[src/rtl/pwm_chan_pkg.sv]
// Shared constants and helpers for the buffered PWM channel.
package pwm_chan_pkg;
    localparam int CNT_W    = 16;
    localparam int BYTE_W   = 8;
    localparam int LEN_BASE = 8;

    typedef enum logic [1:0] {
        ADDR_DUTY_LO = 2'd0,
        ADDR_DUTY_HI = 2'd1,
        ADDR_CTRL    = 2'd2
    } reg_addr_e;

    // Control byte bit positions
    localparam int CB_LEN_LO = 0;
    localparam int CB_LEN_HI = 1;
    localparam int CB_SEL    = 2;
    localparam int CB_MFEN   = 3;
    localparam int CB_OVF    = 4;
    localparam int CB_MATCH  = 5;
    localparam int CB_EN     = 6;

    // Mask that keeps the low N bits, N = LEN_BASE + length code
    function automatic logic [CNT_W-1:0] len_mask(input logic [1:0] len);
        return CNT_W'((32'd1 << (32'(len) + 32'(LEN_BASE))) - 32'd1);
    endfunction
endpackage

[src/rtl/pwm_sticky_flag.sv]
// Sticky status bit: set by hardware, cleared by a software write of 0.
// Assumes: set and clear may coincide; the set wins.
module pwm_sticky_flag (
    input  logic clk,
    input  logic rst_n,
    input  logic hw_set,
    input  logic sw_clr,
    output logic flag
);
    // Hold the flag, set before clear
    always_ff @(posedge clk) begin
        if (!rst_n)      flag <= 1'b0;
        else if (hw_set) flag <= 1'b1;
        else if (sw_clr) flag <= 1'b0;
    end

    assert_set_wins_R8: assert property (@(posedge clk) disable iff (!rst_n)
        hw_set |=> flag);
    assert_clear_R8: assert property (@(posedge clk) disable iff (!rst_n)
        (sw_clr && !hw_set) |=> !flag);
endmodule

[src/rtl/pwm_cycle_detect.sv]
// Finds the wrap and match events for the step taken at this edge.
// Looks one count ahead so the registered output lines up with the counter.
// Assumes: the counter advances by exactly one when tb_step is high.
module pwm_cycle_detect
    import pwm_chan_pkg::*;
#(
    parameter int W = CNT_W
) (
    input  logic [W-1:0] tb_count,
    input  logic         tb_step,
    input  logic [1:0]   len_sel,
    input  logic [W-1:0] cmp_val,
    input  logic [W-1:0] reload_val,
    input  logic         cmp_en,
    output logic         wrap_ev,
    output logic         match_ev
);
    logic [W-1:0] mask;
    logic [W-1:0] next_cnt;
    logic [W-1:0] eff_cmp;

    // Event decode for the coming step
    always_comb begin
        mask     = W'(len_mask(len_sel));
        next_cnt = tb_count + W'(1);
        wrap_ev  = tb_step && ((tb_count & mask) == mask);
        eff_cmp  = wrap_ev ? reload_val : cmp_val;
        match_ev = tb_step && cmp_en && ((next_cnt & mask) == (eff_cmp & mask));
    end
endmodule

[src/rtl/pwm_duty_regs.sv]
// Active compare register, shadow reload register and compare enable.
// Byte writes reach either register through the access select; the reload
// copy at a wrap overrides a same-step compare write.
module pwm_duty_regs
    import pwm_chan_pkg::*;
#(
    parameter int W = CNT_W
) (
    input  logic         clk,
    input  logic         rst_n,
    input  logic         wr_lo,
    input  logic         wr_hi,
    input  logic [7:0]   wdata,
    input  logic         sel_reload,
    input  logic         wrap_ev,
    output logic [W-1:0] cmp_q,
    output logic [W-1:0] reload_q,
    output logic         en_q
);
    // Register updates: byte writes first, then the wrap copy
    always_ff @(posedge clk) begin
        if (!rst_n) begin
            cmp_q    <= '0;
            reload_q <= '0;
        end else begin
            if (wr_lo) begin
                if (sel_reload) reload_q[7:0] <= wdata;
                else            cmp_q[7:0]    <= wdata;
            end
            if (wr_hi) begin
                if (sel_reload) reload_q[W-1:8] <= wdata[W-9:0];
                else            cmp_q[W-1:8]    <= wdata[W-9:0];
            end
            if (wrap_ev) cmp_q <= reload_q;
        end
    end

    // Enable follows the byte written last
    always_ff @(posedge clk) begin
        if (!rst_n)     en_q <= 1'b0;
        else if (wr_lo) en_q <= 1'b0;
        else if (wr_hi) en_q <= 1'b1;
    end

    assert_reload_copy_R4: assert property (@(posedge clk) disable iff (!rst_n)
        wrap_ev |=> (cmp_q == $past(reload_q)));
    assert_lo_clears_en_R6: assert property (@(posedge clk) disable iff (!rst_n)
        wr_lo |=> !en_q);
    assert_hi_sets_en_R6: assert property (@(posedge clk) disable iff (!rst_n)
        wr_hi |=> en_q);
endmodule

[src/rtl/pwm_ctrl_reg.sv]
// Control byte: cycle length, access select, match-flag enable and the two
// sticky flags. A length code of 00 is refused and the old length is kept.
module pwm_ctrl_reg
    import pwm_chan_pkg::*;
(
    input  logic       clk,
    input  logic       rst_n,
    input  logic       wr_ctrl,
    input  logic [7:0] wdata,
    input  logic       wrap_ev,
    input  logic       match_ev,
    output logic [1:0] len_sel,
    output logic       sel_reload,
    output logic       mflag_en,
    output logic       wrap_flag,
    output logic       match_flag
);
    // Configuration fields
    always_ff @(posedge clk) begin
        if (!rst_n) begin
            len_sel    <= 2'b01;
            sel_reload <= 1'b0;
            mflag_en   <= 1'b0;
        end else if (wr_ctrl) begin
            if (wdata[CB_LEN_HI:CB_LEN_LO] != 2'b00)
                len_sel <= wdata[CB_LEN_HI:CB_LEN_LO];
            sel_reload <= wdata[CB_SEL];
            mflag_en   <= wdata[CB_MFEN];
        end
    end

    pwm_sticky_flag u_wrap_flag (
        .clk    (clk),
        .rst_n  (rst_n),
        .hw_set (wrap_ev),
        .sw_clr (wr_ctrl && !wdata[CB_OVF]),
        .flag   (wrap_flag)
    );

    pwm_sticky_flag u_match_flag (
        .clk    (clk),
        .rst_n  (rst_n),
        .hw_set (match_ev && mflag_en),
        .sw_clr (wr_ctrl && !wdata[CB_MATCH]),
        .flag   (match_flag)
    );

    assert_len_valid_R2: assert property (@(posedge clk) disable iff (!rst_n)
        len_sel != 2'b00);
    assert_match_gated_R9: assert property (@(posedge clk) disable iff (!rst_n)
        (!mflag_en && !match_flag) |=> !match_flag);
endmodule

[src/rtl/nbit_pwm_channel.sv]
// Top of the buffered PWM channel: register decode, read mux and the
// output flop. Assumes tb_count is shared and advances only on tb_step.
module nbit_pwm_channel
    import pwm_chan_pkg::*;
#(
    parameter int CW = CNT_W
) (
    input  logic          clk,
    input  logic          rst_n,
    input  logic [CW-1:0] tb_count,
    input  logic          tb_step,
    input  logic [1:0]    reg_addr,
    input  logic          reg_wr,
    input  logic [7:0]    reg_wdata,
    output logic [7:0]    reg_rdata,
    output logic          pwm_out
);
    logic          wr_lo, wr_hi, wr_ctrl;
    logic [1:0]    len_sel;
    logic          sel_reload, mflag_en, wrap_flag, match_flag;
    logic [CW-1:0] cmp_q, reload_q, sel_val;
    logic          en_q, wrap_ev, match_ev;

    // Address decode for writes
    always_comb begin
        wr_lo   = reg_wr && (reg_addr == ADDR_DUTY_LO);
        wr_hi   = reg_wr && (reg_addr == ADDR_DUTY_HI);
        wr_ctrl = reg_wr && (reg_addr == ADDR_CTRL);
    end

    pwm_ctrl_reg u_ctrl (
        .clk        (clk),
        .rst_n      (rst_n),
        .wr_ctrl    (wr_ctrl),
        .wdata      (reg_wdata),
        .wrap_ev    (wrap_ev),
        .match_ev   (match_ev),
        .len_sel    (len_sel),
        .sel_reload (sel_reload),
        .mflag_en   (mflag_en),
        .wrap_flag  (wrap_flag),
        .match_flag (match_flag)
    );

    pwm_duty_regs #(.W(CW)) u_duty (
        .clk        (clk),
        .rst_n      (rst_n),
        .wr_lo      (wr_lo),
        .wr_hi      (wr_hi),
        .wdata      (reg_wdata),
        .sel_reload (sel_reload),
        .wrap_ev    (wrap_ev),
        .cmp_q      (cmp_q),
        .reload_q   (reload_q),
        .en_q       (en_q)
    );

    pwm_cycle_detect #(.W(CW)) u_detect (
        .tb_count   (tb_count),
        .tb_step    (tb_step),
        .len_sel    (len_sel),
        .cmp_val    (cmp_q),
        .reload_val (reload_q),
        .cmp_en     (en_q),
        .wrap_ev    (wrap_ev),
        .match_ev   (match_ev)
    );

    // Read mux over the selected duty register and the control byte
    always_comb begin
        sel_val = sel_reload ? reload_q : cmp_q;
        unique case (reg_addr)
            ADDR_DUTY_LO: reg_rdata = sel_val[7:0];
            ADDR_DUTY_HI: reg_rdata = sel_val[15:8];
            ADDR_CTRL:    reg_rdata = {1'b0, en_q, match_flag, wrap_flag,
                                       mflag_en, sel_reload, len_sel};
            default:      reg_rdata = '0;
        endcase
    end

    // Output flop: match raises, wrap lowers, disable forces low
    always_ff @(posedge clk) begin
        if (!rst_n)        pwm_out <= 1'b0;
        else if (!en_q)    pwm_out <= 1'b0;
        else if (match_ev) pwm_out <= 1'b1;
        else if (wrap_ev)  pwm_out <= 1'b0;
    end

    assert_match_high_R3: assert property (@(posedge clk) disable iff (!rst_n)
        match_ev |=> pwm_out);
    assert_wrap_low_R3: assert property (@(posedge clk) disable iff (!rst_n)
        (wrap_ev && !match_ev) |=> !pwm_out);
    assert_disabled_low_R7: assert property (@(posedge clk) disable iff (!rst_n)
        !en_q |=> !pwm_out);
endmodule

[config.mk]
export PLATFORM = sky130hd
export DESIGN_NAME = nbit_pwm_channel
export DESIGN_NICKNAME = d
export VERILOG_FILES = /design/src/rtl/pwm_chan_pkg.sv /design/src/rtl/pwm_sticky_flag.sv /design/src/rtl/pwm_cycle_detect.sv /design/src/rtl/pwm_duty_regs.sv /design/src/rtl/pwm_ctrl_reg.sv /design/src/rtl/nbit_pwm_channel.sv
export SDC_FILE = /design/constraint.sdc
export NUM_CORES = 1
export LEC_CHECK = 0
export BUFFER_PORTS_ARGS = -buffer_cell sky130_fd_sc_hd__buf_2
export CORE_AREA = 2 2 102 75
export CTS_BUF_LIST = sky130_fd_sc_hd__clkbuf_2 sky130_fd_sc_hd__clkbuf_4 sky130_fd_sc_hd__clkbuf_8
export CTS_CLUSTER_SIZE = 12
export DETAILED_ROUTE_END_ITERATION = 7
export DIE_AREA = 0 0 104 77
export GPL_TIMING_DRIVEN = 0
export HOLD_SLACK_MARGIN = 0.12
export MAX_ROUTING_LAYER = met4
export SYNTH_ARGS = -nofsm -noshare
export SYNTH_HDL_FRONTEND = slang
export SYNTH_HIERARCHICAL = 1
export SYNTH_SLANG_ARGS = --single-unit
[constraint.sdc]
create_clock -name clk -period 3.8 [get_ports clk]
set_input_delay 0.38 -clock clk [delete_from_list [all_inputs] [get_ports clk]]
set_output_delay 0.38 -clock clk [all_outputs]
set_load 0.005 [all_outputs]
==> impl_metrics.toml, run 1 <==
[synthesis]
synth_edf_count = 0
synthCells = 310
ys.flop_type = "dfxtp_1"
synth_compound_area_share_pct = 18.9
synth-xor-area-share_pct = 6.10
synth.area.mux_share_pct = 14.5
synthAdderAreaFrac_pct = 0.917
syn_nets = 342
synth_top_area_share_pct = 29.4
synthArstFlopShare_pct = 0
yosys.area_share.simple_pct = 22.7
synth_area_sq_um = 2730
synth_area_leaders = "dfxtp_1, mux2i_1, xnor2_1"
ys_types = 50
synth_top_family_by_area = "simple AND/OR/NAND/NOR gates"
ys_ff_latch = 40
yosysWarnings = 6
avgSynthCellArea_sq_um = 8.80
synth_top_cell_by_area = "dfxtp_1"
ys_seq_area_share_pct = 29.4

[grt]
grt_max_degree = 15
grt_overflow = 0
grt_pass1_wl_mm = 12.6
grt_pass1_vias = 2303
grt_use_total_pct = 21.0
antenna_found_initial = 0

[floorplanning]
core_area_sq_um = 7030
start_util_pct = 38.8
row_count = 26
die_area_sq_um = 8010
die_x_um = 104
die_h_um = 77
ioPinCount = 39

[final_layout]
layout_common_cells = "buf_2, dfxtp_1, mux2i_1, nand2_1, nand3_1"
stdcell_count = 458
fillers = 723
layout_commonest_cell = "buf_2"
layout-drive-gt1-share_pct = 28.3
area_delta_synth_final_pct = 17.7
antenna_cells = 0
num-nets-final = 391

[placed_design]
place.gp.congestion = 0.890
place_inst = 445
io_buffers = 37
hpwl_mm = 5.96

[min_path]
min_from = "reg_wdata[4]"
hp-class = "in -> reg"

[clock_network]
cts.htree.levels = 2
cts_tree = "yes"
cts_hold_buffers = 0
clock_tree.root_cell = "clkbuf_8"
clkLatencyLatePin_ns = 0.30
cts_buffers = 5
cts_max_path_buffers = 2
cts_sinks = 40
cts.clk_slew.worst_paths_ns = 0.09

[sta]
timing.final.crit_share_pct = 95.1
finalMaxSlewViolations = 0
fin_skew_ns = 0.0103
setup_viol = 0
finalHoldViolations = 0
maxSlewHeadroom_pct = 59.4
fin_crit_ns = 3.61
fmax_mhz = 277
worst_pin_slew_ns = 0.607

[setup_path]
cp_max_fo = 6
worst_ep_arrival_time_ns = 3.87
cp-end-kind = "flop"
crit_path_start = "u_ctrl/len_sel[1]$_SDFFE_PN0P_"
cp.required_ns = 4.06
rr_startpoint = "u_ctrl/len_sel[1]$_SDFFE_PN0P_"
worst-setup-path-type = "reg -> reg"
critPathLaunchType = "flop"

[route]
num_vias = 2477
wire_per_inst_um = 17.8
drt_iter0_markers = 189
dr.pass1.iters = 5
finalWirelength_mm = 8.17
drc = 0
ant_nets = 0
vias_per_cell = 5.41

[outcome]
outcome = "finished, final reports clean"

[power]
p_per_area_nw_per_um2 = 305
ir_drop_mv = 0.176
power.leakage_uw = 0.00114
total_power_uw = 978

[run]
max-cap-violations = 0
cell families after synthesis:
logic type               Yosys count
flip-flops                        40
adder cells (fa/ha/maj)            2
AND/OR/NAND/NOR                  113
XOR/XNOR                          19
AO/OA/AOI/OAI                     70
multiplexers                      37
buffers and inverters             29
flip-flops by register name (all words and copies together) (netlist names):
name                      flops
pwm_out                       1
u_ctrl/len_sel                2
u_ctrl/mflag_en               1
u_ctrl/sel_reload             1
u_ctrl/u_match_flag/flag      1
u_ctrl/u_wrap_flag/flag       1
u_duty/cmp_q                 16
u_duty/en_q                   1
u_duty/reload_q              16
synth_stat cells (all sizes together) (8+ instances only):
cell	count
a211oi	16
a21boi	17
buf	18
dfxtp	40
mux2	8
mux2i	28
nand2	26
nand3	22
nor2	19
nor2b	9
nor3	20
o21ai	18
xnor2	15
area by class of cell:
cell class	count	area [sq um]	share of cell area [%]
well taps	98	123	3.82
clock inverters	3	46.3	1.44
repair buffers	42	223	6.94
flip-flops and latches	40	801	24.9
plain buffers	22	176	5.49
inverters	7	27.5	0.857
clock buffers	5	68.8	2.14
multi-input cells	241	1750	54.4
final timing paths:
path / slack [ns] / to / cells after the start
max: 0.19 / u_ctrl/u_match_flag/flag$_SDFFE_PN0P_ / 12
min reg2reg: 0.49 / u_duty/reload_q[15]$_SDFFE_PN0P_ / 2
min: 0.37 / u_duty/reload_q[4]$_SDFFE_PN0P_ / 3
max reg2reg: 0.19 / u_ctrl/u_match_flag/flag$_SDFFE_PN0P_ / 12
report_power, final:
part	leakage, uW	internal [uW]	total (uW)	switching (uW)
Sequential	0.000325	431	442	11.4
Clock	0.0000548	198	364	166
Combinational	0.000761	77.4	172	94.5
Total	0.00114	706	978	272
worst max-delay path: stages (launching register included):
cell and delay, ns:
dfxtp_1 0.41, or2_2 0.33, ha_1 0.33, o221ai_2 0.15, nor4b_4 0.42, buf_6 0.21, mux2i_1 0.27, xnor2_1 0.15
o2bb2ai_1 0.08, or4_1 0.54, a311oi_2 0.37, and2_1 0.19, o21a_1 0.12
what timing repair did:
item / in CTS / in global routing
endpoints found under the hold margin: 0 / 0
resized for setup: 2 / 4
gates cloned: 0 / 1
pin swaps: 0 / 2
buffers inserted: 0 / 4
endpoints found under the setup margin: 1 / 2
stage by stage:
step | hold WS [ns] | util (%) | TNS (ns) | instance area, sq um | setup WS, ns
floorplan | 0.442 | - | 0 | 2730 | 0.597
global placement | 0.468 | 43.2 | -0.00163 | 3040 | -0.00163
detailed placement | 0.474 | 43.2 | -0.0317 | 3040 | -0.0317
CTS | 0.369 | 45.0 | 0 | 3160 | 0.0584
global route | 0.392 | 45.7 | -0.00540 | 3210 | -0.00540
finish | 0.375 | 45.7 | 0 | 3210 | 0.188
layer usage:
layer | wire length, um | up-vias | track usage (%)
met4 | 70 | 0 | 4.86
met2 | 3460 | 88 | 30.2
met5 | 0 | - | -
met1 | 4080 | 1167 | 30.7
li1 | - | 1215 | -
met3 | 557 | 7 | 3.49
No activity file was read; power rests on OpenSTA's default activity.
==> run 2, diff against run 1 <==
--- a/config.mk
+++ b/config.mk
@@ -5,12 +5,13 @@
 export SDC_FILE = /design/constraint.sdc
 export NUM_CORES = 1
 export LEC_CHECK = 0
+export ABC_AREA = 1
 export BUFFER_PORTS_ARGS = -buffer_cell sky130_fd_sc_hd__buf_2
-export CORE_AREA = 2 2 102 75
+export CORE_AREA = 2 2 110 80
 export CTS_BUF_LIST = sky130_fd_sc_hd__clkbuf_2 sky130_fd_sc_hd__clkbuf_4 sky130_fd_sc_hd__clkbuf_8
 export CTS_CLUSTER_SIZE = 12
 export DETAILED_ROUTE_END_ITERATION = 7
-export DIE_AREA = 0 0 104 77
+export DIE_AREA = 0 0 112 82
 export GPL_TIMING_DRIVEN = 0
 export HOLD_SLACK_MARGIN = 0.12
 export MAX_ROUTING_LAYER = met4
==> run 2 against run 1 <==
Effect of this change:
- clock power grew 6.9%
- flip-flop and latch count is the same
- non-clock buffer count shrank 14
- combinational power grew 5%
- clock skew shrank 0.0066 ns
- power grew 3.4%
- critical path depth grew 8
- utilization shrank 1.9 points
- sequential power is essentially flat
- critical path type unchanged
- critical endpoint unchanged
- largest power group unchanged
- highest routed layer unchanged
==> impl_metrics.toml, run 2 <==
[synthesis]
synth-xor-area-share_pct = 1.95
synth_area_sq_um = 3150
ys_ff_latch = 40
synthArstFlopShare_pct = 0
synth_area_leaders = "dfxtp_1, nand2_1, nand3_1"
synthCells = 541
synth.area.mux_share_pct = 0
yosys.area_share.simple_pct = 50.3
avgSynthCellArea_sq_um = 5.82
ys.flop_type = "dfxtp_1"
yosysMostFrequentCell = "nand2_1"
synth_edf_count = 0
synthAdderAreaFrac_pct = 0.795
ys_seq_area_share_pct = 25.4
yosysWarnings = 6
synth_compound_area_share_pct = 7.43
synthTopCellsByCount = "nand2_1, inv_1, nand3_1, nor2_1, dfxtp_1"
synth_top_family_by_area = "simple AND/OR/NAND/NOR gates"
synth_top_area_share_pct = 25.4
syn_nets = 573
synth_top_cell_by_area = "dfxtp_1"
ys_types = 30

[route]
ant_nets = 0
finalWirelength_mm = 9.26
dr.pass1.iters = 5
num_vias = 3352
drc = 0
wire_per_inst_um = 13.4
drt_iter0_markers = 265
vias_per_cell = 4.85

[placed_design]
place.gp.congestion = 0.948
hpwl_mm = 7.31
io_buffers = 37

[sta]
maxSlewHeadroom_pct = 65.7
fin_skew_ns = 0.00366
finalHoldViolations = 0
worst_pin_slew_ns = 0.515
timing.final.crit_share_pct = 71.2
finalMaxSlewViolations = 0
rsz0062_at_grt = "false"
setup-tns-final_ns = 0
fin_crit_ns = 2.71
setup_viol = 0
fmax_mhz = 370
whs_ns = 0.369

[grt]
grt_max_degree = 17
grt_overflow = 0
grt_use_total_pct = 21.4
antenna_found_initial = 0
grt_pass1_vias = 2992
grt_pass1_wl_mm = 14.9

[floorplanning]
core_area_sq_um = 8200
die_h_um = 82
ioPinCount = 39
die_x_um = 112
row_count = 28
die_area_sq_um = 9180
start_util_pct = 38.4

[clock_network]
cts.htree.levels = 2
cts.clk_slew.worst_paths_ns = 0.08
cts_hold_buffers = 0
cts_buffers = 5
cts_max_path_buffers = 2
cts_tree = "yes"
post_cts_resized = 0
cts_sinks = 40
cts_setup_buffers = 0
clock_tree.root_cell = "clkbuf_8"
clkLatencyLatePin_ns = 0.30

[setup_path]
cp_cell_sequence = "inv_2 -> nand2_2 -> ha_1 -> nor2_1 -> nor2_1 -> nand2_1 -> nor2_4 -> buf_6 -> nand3_1 -> nand2_1 -> nand2_1 -> nand3_1 -> nand2_1 -> nor2_1 -> nand3_1 -> nor2_1 -> nand2_1 -> inv_1 -> inv_1 -> a21oi_2"
cp-end-kind = "flop"
slowest_stage = "dfxtp_1"
max_stage_delay_ns = 0.42
cp.required_ns = 4.04
worst_ep_arrival_time_ns = 2.95
worst-setup-path-type = "reg -> reg"
r2r_setup_slack_ns = 1.09
critPathLaunchType = "flop"
cp_max_fo = 10
cp_common_cell = "nand2_1"

[final_layout]
layout_common_cells = "nand2_1, inv_1, nand3_1, nor2_1"
antenna_cells = 0
area_delta_synth_final_pct = 14.1
layout_commonest_cell = "nand2_1"
multiInputGateArea_sq_um = 1900
fillers = 935
layout-drive-gt1-share_pct = 17.7
reg.largest.list = "u_duty/cmp_q (16), u_duty/reload_q (16), u_ctrl/len_sel (2)"
final_util_pct = 43.8
regArea_sq_um = 801
num-nets-final = 617

[outcome]
outcome = "finished, final reports clean"

[power]
p_per_area_nw_per_um2 = 282
power.leakage_uw = 0.00179
ir_drop_mv = 0.161
total_power_uw = 1010

[min_path]
hp-class = "in -> reg"

[run]
max-cap-violations = 0
-- run 2: worst paths after layout --
| kind | from | end | cells after the start |
|---|---|---|---|
| setup reg to reg | u_ctrl/len_sel[1]$_SDFFE_PN0P_ | u_ctrl/u_match_flag/flag$_SDFFE_PN0P_ | 20 |
| setup / recovery | u_ctrl/len_sel[1]$_SDFFE_PN0P_ | u_ctrl/u_match_flag/flag$_SDFFE_PN0P_ | 20 |
| hold reg to reg | u_ctrl/u_wrap_flag/flag$_SDFFE_PN0P_ | u_ctrl/u_wrap_flag/flag$_SDFFE_PN0P_ | 2 |
| hold / removal | reg_wdata[7] | u_duty/reload_q[15]$_SDFFE_PN0P_ | 3 |
-- run 2: final cells by class --
| cell class | count | area share, % |
|---|---|---|
| Clock inverter | 1 | 0.836 |
| Timing Repair Buffer | 37 | 5.16 |
| Buffer | 13 | 3.27 |
| Sequential cell | 40 | 22.3 |
| Inverter | 85 | 9.13 |
| Clock buffer | 7 | 2.68 |
| Multi-Input combinational cell | 403 | 53.0 |
| Tap cell | 105 | 3.66 |
-- run 2: kinds of logic after synthesis --
group	count (synthesis)
and+or+nand+nor	355
buffers and inverters	98
DFF	40
AOI/OAI and AO/OA	39
xor gates and xnor gates	7
adders and majority gates	2
-- run 2: metrics by stage --
step | std cells | setup slack [ns] | instance area [sq um]
after floorplan | 541 | 1.70 | 3150
after global placement | 683 | 1.12 | 3470
after detailed placement | 683 | 1.10 | 3470
after CTS | 691 | 1.08 | 3590
after global routing | 691 | 0.797 | 3590
final | 691 | 1.09 | 3590
-- run 2: worst max-delay path, delay by kind of cell (launching register included) --
kind / cells / cell delay, ns
adder cells (fa/ha/maj): 1 / 0.36
buffers and inverters: 4 / 0.37
flip-flops: 1 / 0.42
AO/OA/AOI/OAI: 1 / 0.11
AND/OR/NAND/NOR: 14 / 1.38
-- run 2: power by group --
group / internal, uW / switching (uW) / leakage, uW
Combinational: 65.1 / 116 / 0.00140
Sequential: 429 / 12.2 / 0.000324
Clock: 232 / 157 / 0.0000645
Total: 726 / 286 / 0.00179
-- run 2: metal layers --
layer / global-route usage (%) / routed length, um / share of wire (%) / vias up
li1: - / - / - / 1754
met1: 30.6 / 4590 / 50 / 1487
met2: 32.4 / 3910 / 42 / 101
met3: 2.73 / 640 / 6.9 / 10
met4: 5.12 / 114 / 1.2 / 0
met5: - / 0 / 0 / -
==> run 3, diff against run 2 <==
==> constraint.sdc (replaced) <==
create_clock -name clk -period 2.3 [get_ports clk]
set_input_delay 0.23 -clock clk [delete_from_list [all_inputs] [get_ports clk]]
set_output_delay 0.23 -clock clk [all_outputs]
set_load 0.005 [all_outputs]
==> run 3 against run 2 <==
Effect of this change:
- the run now ends with negative setup slack left
- flip-flop and latch count unchanged
- cell area increased by 8.2%
- critical path type unchanged
- routed wire length increased by 7.1%
- combinational power increased by 87%
- critical path depth unchanged
- die area unchanged
- largest power group unchanged
- sequential power increased by 65%
- clock power increased by 66%
==> impl_metrics.toml, run 3 (same netlist as run 2, synthesis figures left out) <==
[setup_path]
cp.required_ns = 2.54
rr_startpoint = "u_ctrl/len_sel[1]$_SDFFE_PN0P_"
worst_ep_arrival_time_ns = 2.65
worst-setup-path-type = "reg -> reg"
rr_endpoint = "u_ctrl/u_match_flag/flag$_SDFFE_PN0P_"
cp-end-kind = "flop"
cp_max_fo = 5
reg2reg_depth = 20
critPathLaunchType = "flop"
r2r_setup_slack_ns = -0.11

[final_layout]
layout_common_cells = "nand2_1, inv_1, nand3_1, nor2_1, buf_2"
fillers = 900
layout_commonest_cell = "nand2_1"
area_delta_synth_final_pct = 23.4
regArea_sq_um = 808
multiInputGateArea_sq_um = 2030
reg.largest.list = "u_duty/cmp_q (16), u_duty/reload_q (16), u_ctrl/len_sel (2)"
num-nets-final = 631
antenna_cells = 0
final_util_pct = 47.4
layout-drive-gt1-share_pct = 24.2

[grt]
grt_overflow = 0
grt_use_total_pct = 22.4
grt_pass1_vias = 3091
antenna_found_initial = 0
grt_pass1_wl_mm = 15.6
grt_max_degree = 17

[floorplanning]
die_area_sq_um = 9180
ioPinCount = 39
die_x_um = 112
die_h_um = 82
core_area_sq_um = 8200
row_count = 28
start_util_pct = 38.4

[clock_network]
cts.htree.levels = 2
cts_tree = "yes"
clkLatencyLatePin_ns = 0.30
cts.clk_slew.worst_paths_ns = 0.08
clock_tree.root_cell = "clkbuf_8"
cts_sinks = 40
cts_buffers = 5
cts_hold_buffers = 0
cts_max_path_buffers = 2

[outcome]
outcome = "finished with violations"
violations = "negative setup slack"

[run]
max-cap-violations = 0

[placed_design]
place.gp.congestion = 0.948
io_buffers = 37
hpwl_mm = 7.31

[power]
p_per_area_nw_per_um2 = 440
power.leakage_uw = 0.00189
ir_drop_mv = 0.268

[sta]
setup-tns-final_ns = -0.180
finalHoldViolations = 0
maxSlewHeadroom_pct = 62.5
setup_viol = 2
fmax_mhz = 415
fin_skew_ns = 0.00543
timing.final.crit_share_pct = 105
fin_crit_ns = 2.41
whs_ns = 0.221
layout_setup_ws_ns = -0.111
rsz0062_at_grt = "true"
worst_pin_slew_ns = 0.562
finalMaxSlewViolations = 0

[min_path]
min_from = "reg_wdata[7]"
min_to = "u_duty/reload_q[15]$_SDFFE_PN0P_"
holdPathStages = 3
hp-class = "in -> reg"

[route]
ant_nets = 0
dr.pass1.iters = 5
finalWirelength_mm = 9.91
wire_per_inst_um = 14.1
drt_iter0_markers = 321
num_vias = 3467
drc = 0
vias_per_cell = 4.92
run 3: cell types whose count changed in the layout (fill, tap and decap cells not counted), sizes merged:
cell,delta
bufbuf,+1
buf,+13
run 3: metal layers:
layer	global-route usage, %	routed length, um	vias to the layer above
met3	2.73	714	13
met4	5.12	110	0
met5	-	0	-
met2	34.5	4300	111
met1	31.7	4780	1555
li1	-	-	1788
run 3: per-stage QoR:
step                setup WS, ns  instance area, sq um  cells  total power, uW
floorplan                  0.202                  3150    541              933
global placement          -0.375                  3470    683             1040
detailed placement        -0.403                  3470    683             1040
CTS                      -0.0569                  3800    703             1710
global route              -0.275                  3890    705             1800
finish                    -0.111                  3890    705             1710
run 3: how the worst max path moves through the flow:
stage                              startpoint                                     to  slack (ns)  cells past startpoint
3_5_place_dp   u_ctrl/len_sel[1]$_SDFFE_PN0P_  u_ctrl/u_match_flag/flag$_SDFFE_PN0P_       -0.40                     19
6_report       u_ctrl/len_sel[1]$_SDFFE_PN0P_  u_ctrl/u_match_flag/flag$_SDFFE_PN0P_       -0.11                     20
2_1_floorplan  u_ctrl/len_sel[1]$_SDFFE_PN0P_  u_ctrl/u_match_flag/flag$_SDFFE_PN0P_        0.20                     20
3_3_place_gp   u_ctrl/len_sel[1]$_SDFFE_PN0P_  u_ctrl/u_match_flag/flag$_SDFFE_PN0P_       -0.38                     20
5_1_grt        u_ctrl/len_sel[1]$_SDFFE_PN0P_  u_ctrl/u_match_flag/flag$_SDFFE_PN0P_       -0.27                     20
4_1_cts        u_ctrl/len_sel[1]$_SDFFE_PN0P_  u_ctrl/u_match_flag/flag$_SDFFE_PN0P_       -0.06                     20
run 3: critical path, cell delays in order, from the launching register on:
cell and delay [ns]:
dfxtp_4 0.36, inv_4 0.07, nand2_4 0.06, ha_4 0.28, nor2_1 0.04, nor2_1 0.10, nand2_1 0.09, nor2_4 0.21
buf_6 0.17, nand3_1 0.08, nand3_1 0.07, nand2_1 0.06, inv_1 0.05, nand2_1 0.05, nor2_2 0.11, nand3_2 0.14
nor2_4 0.15, nand2_1 0.07, inv_1 0.07, inv_2 0.03, a21oi_2 0.09
run 3: where the power goes:
group / internal [uW] / switching [uW] / total [uW]
sequential: 707 / 18.9 / 726
combinational: 128 / 211 / 339
clock: 383 / 263 / 646
total: 1220 / 493 / 1710
run 3: what timing repair did:
action	CTS	global route
gates resized for setup	25	18
endpoints found under the setup margin	18	2
gates cloned	2	0
setup buffers	10	2
pin swaps	11	23
run 3: area by class of cell:
cell class,instances,area share [%]
well taps,105,3.38
multi-input cells,403,52.2
plain buffers,13,3.12
clock inverters,1,0.772
repair buffers,51,8.72
clock buffers,7,2.48
inverters,85,8.50
flip-flops and latches,40,20.8
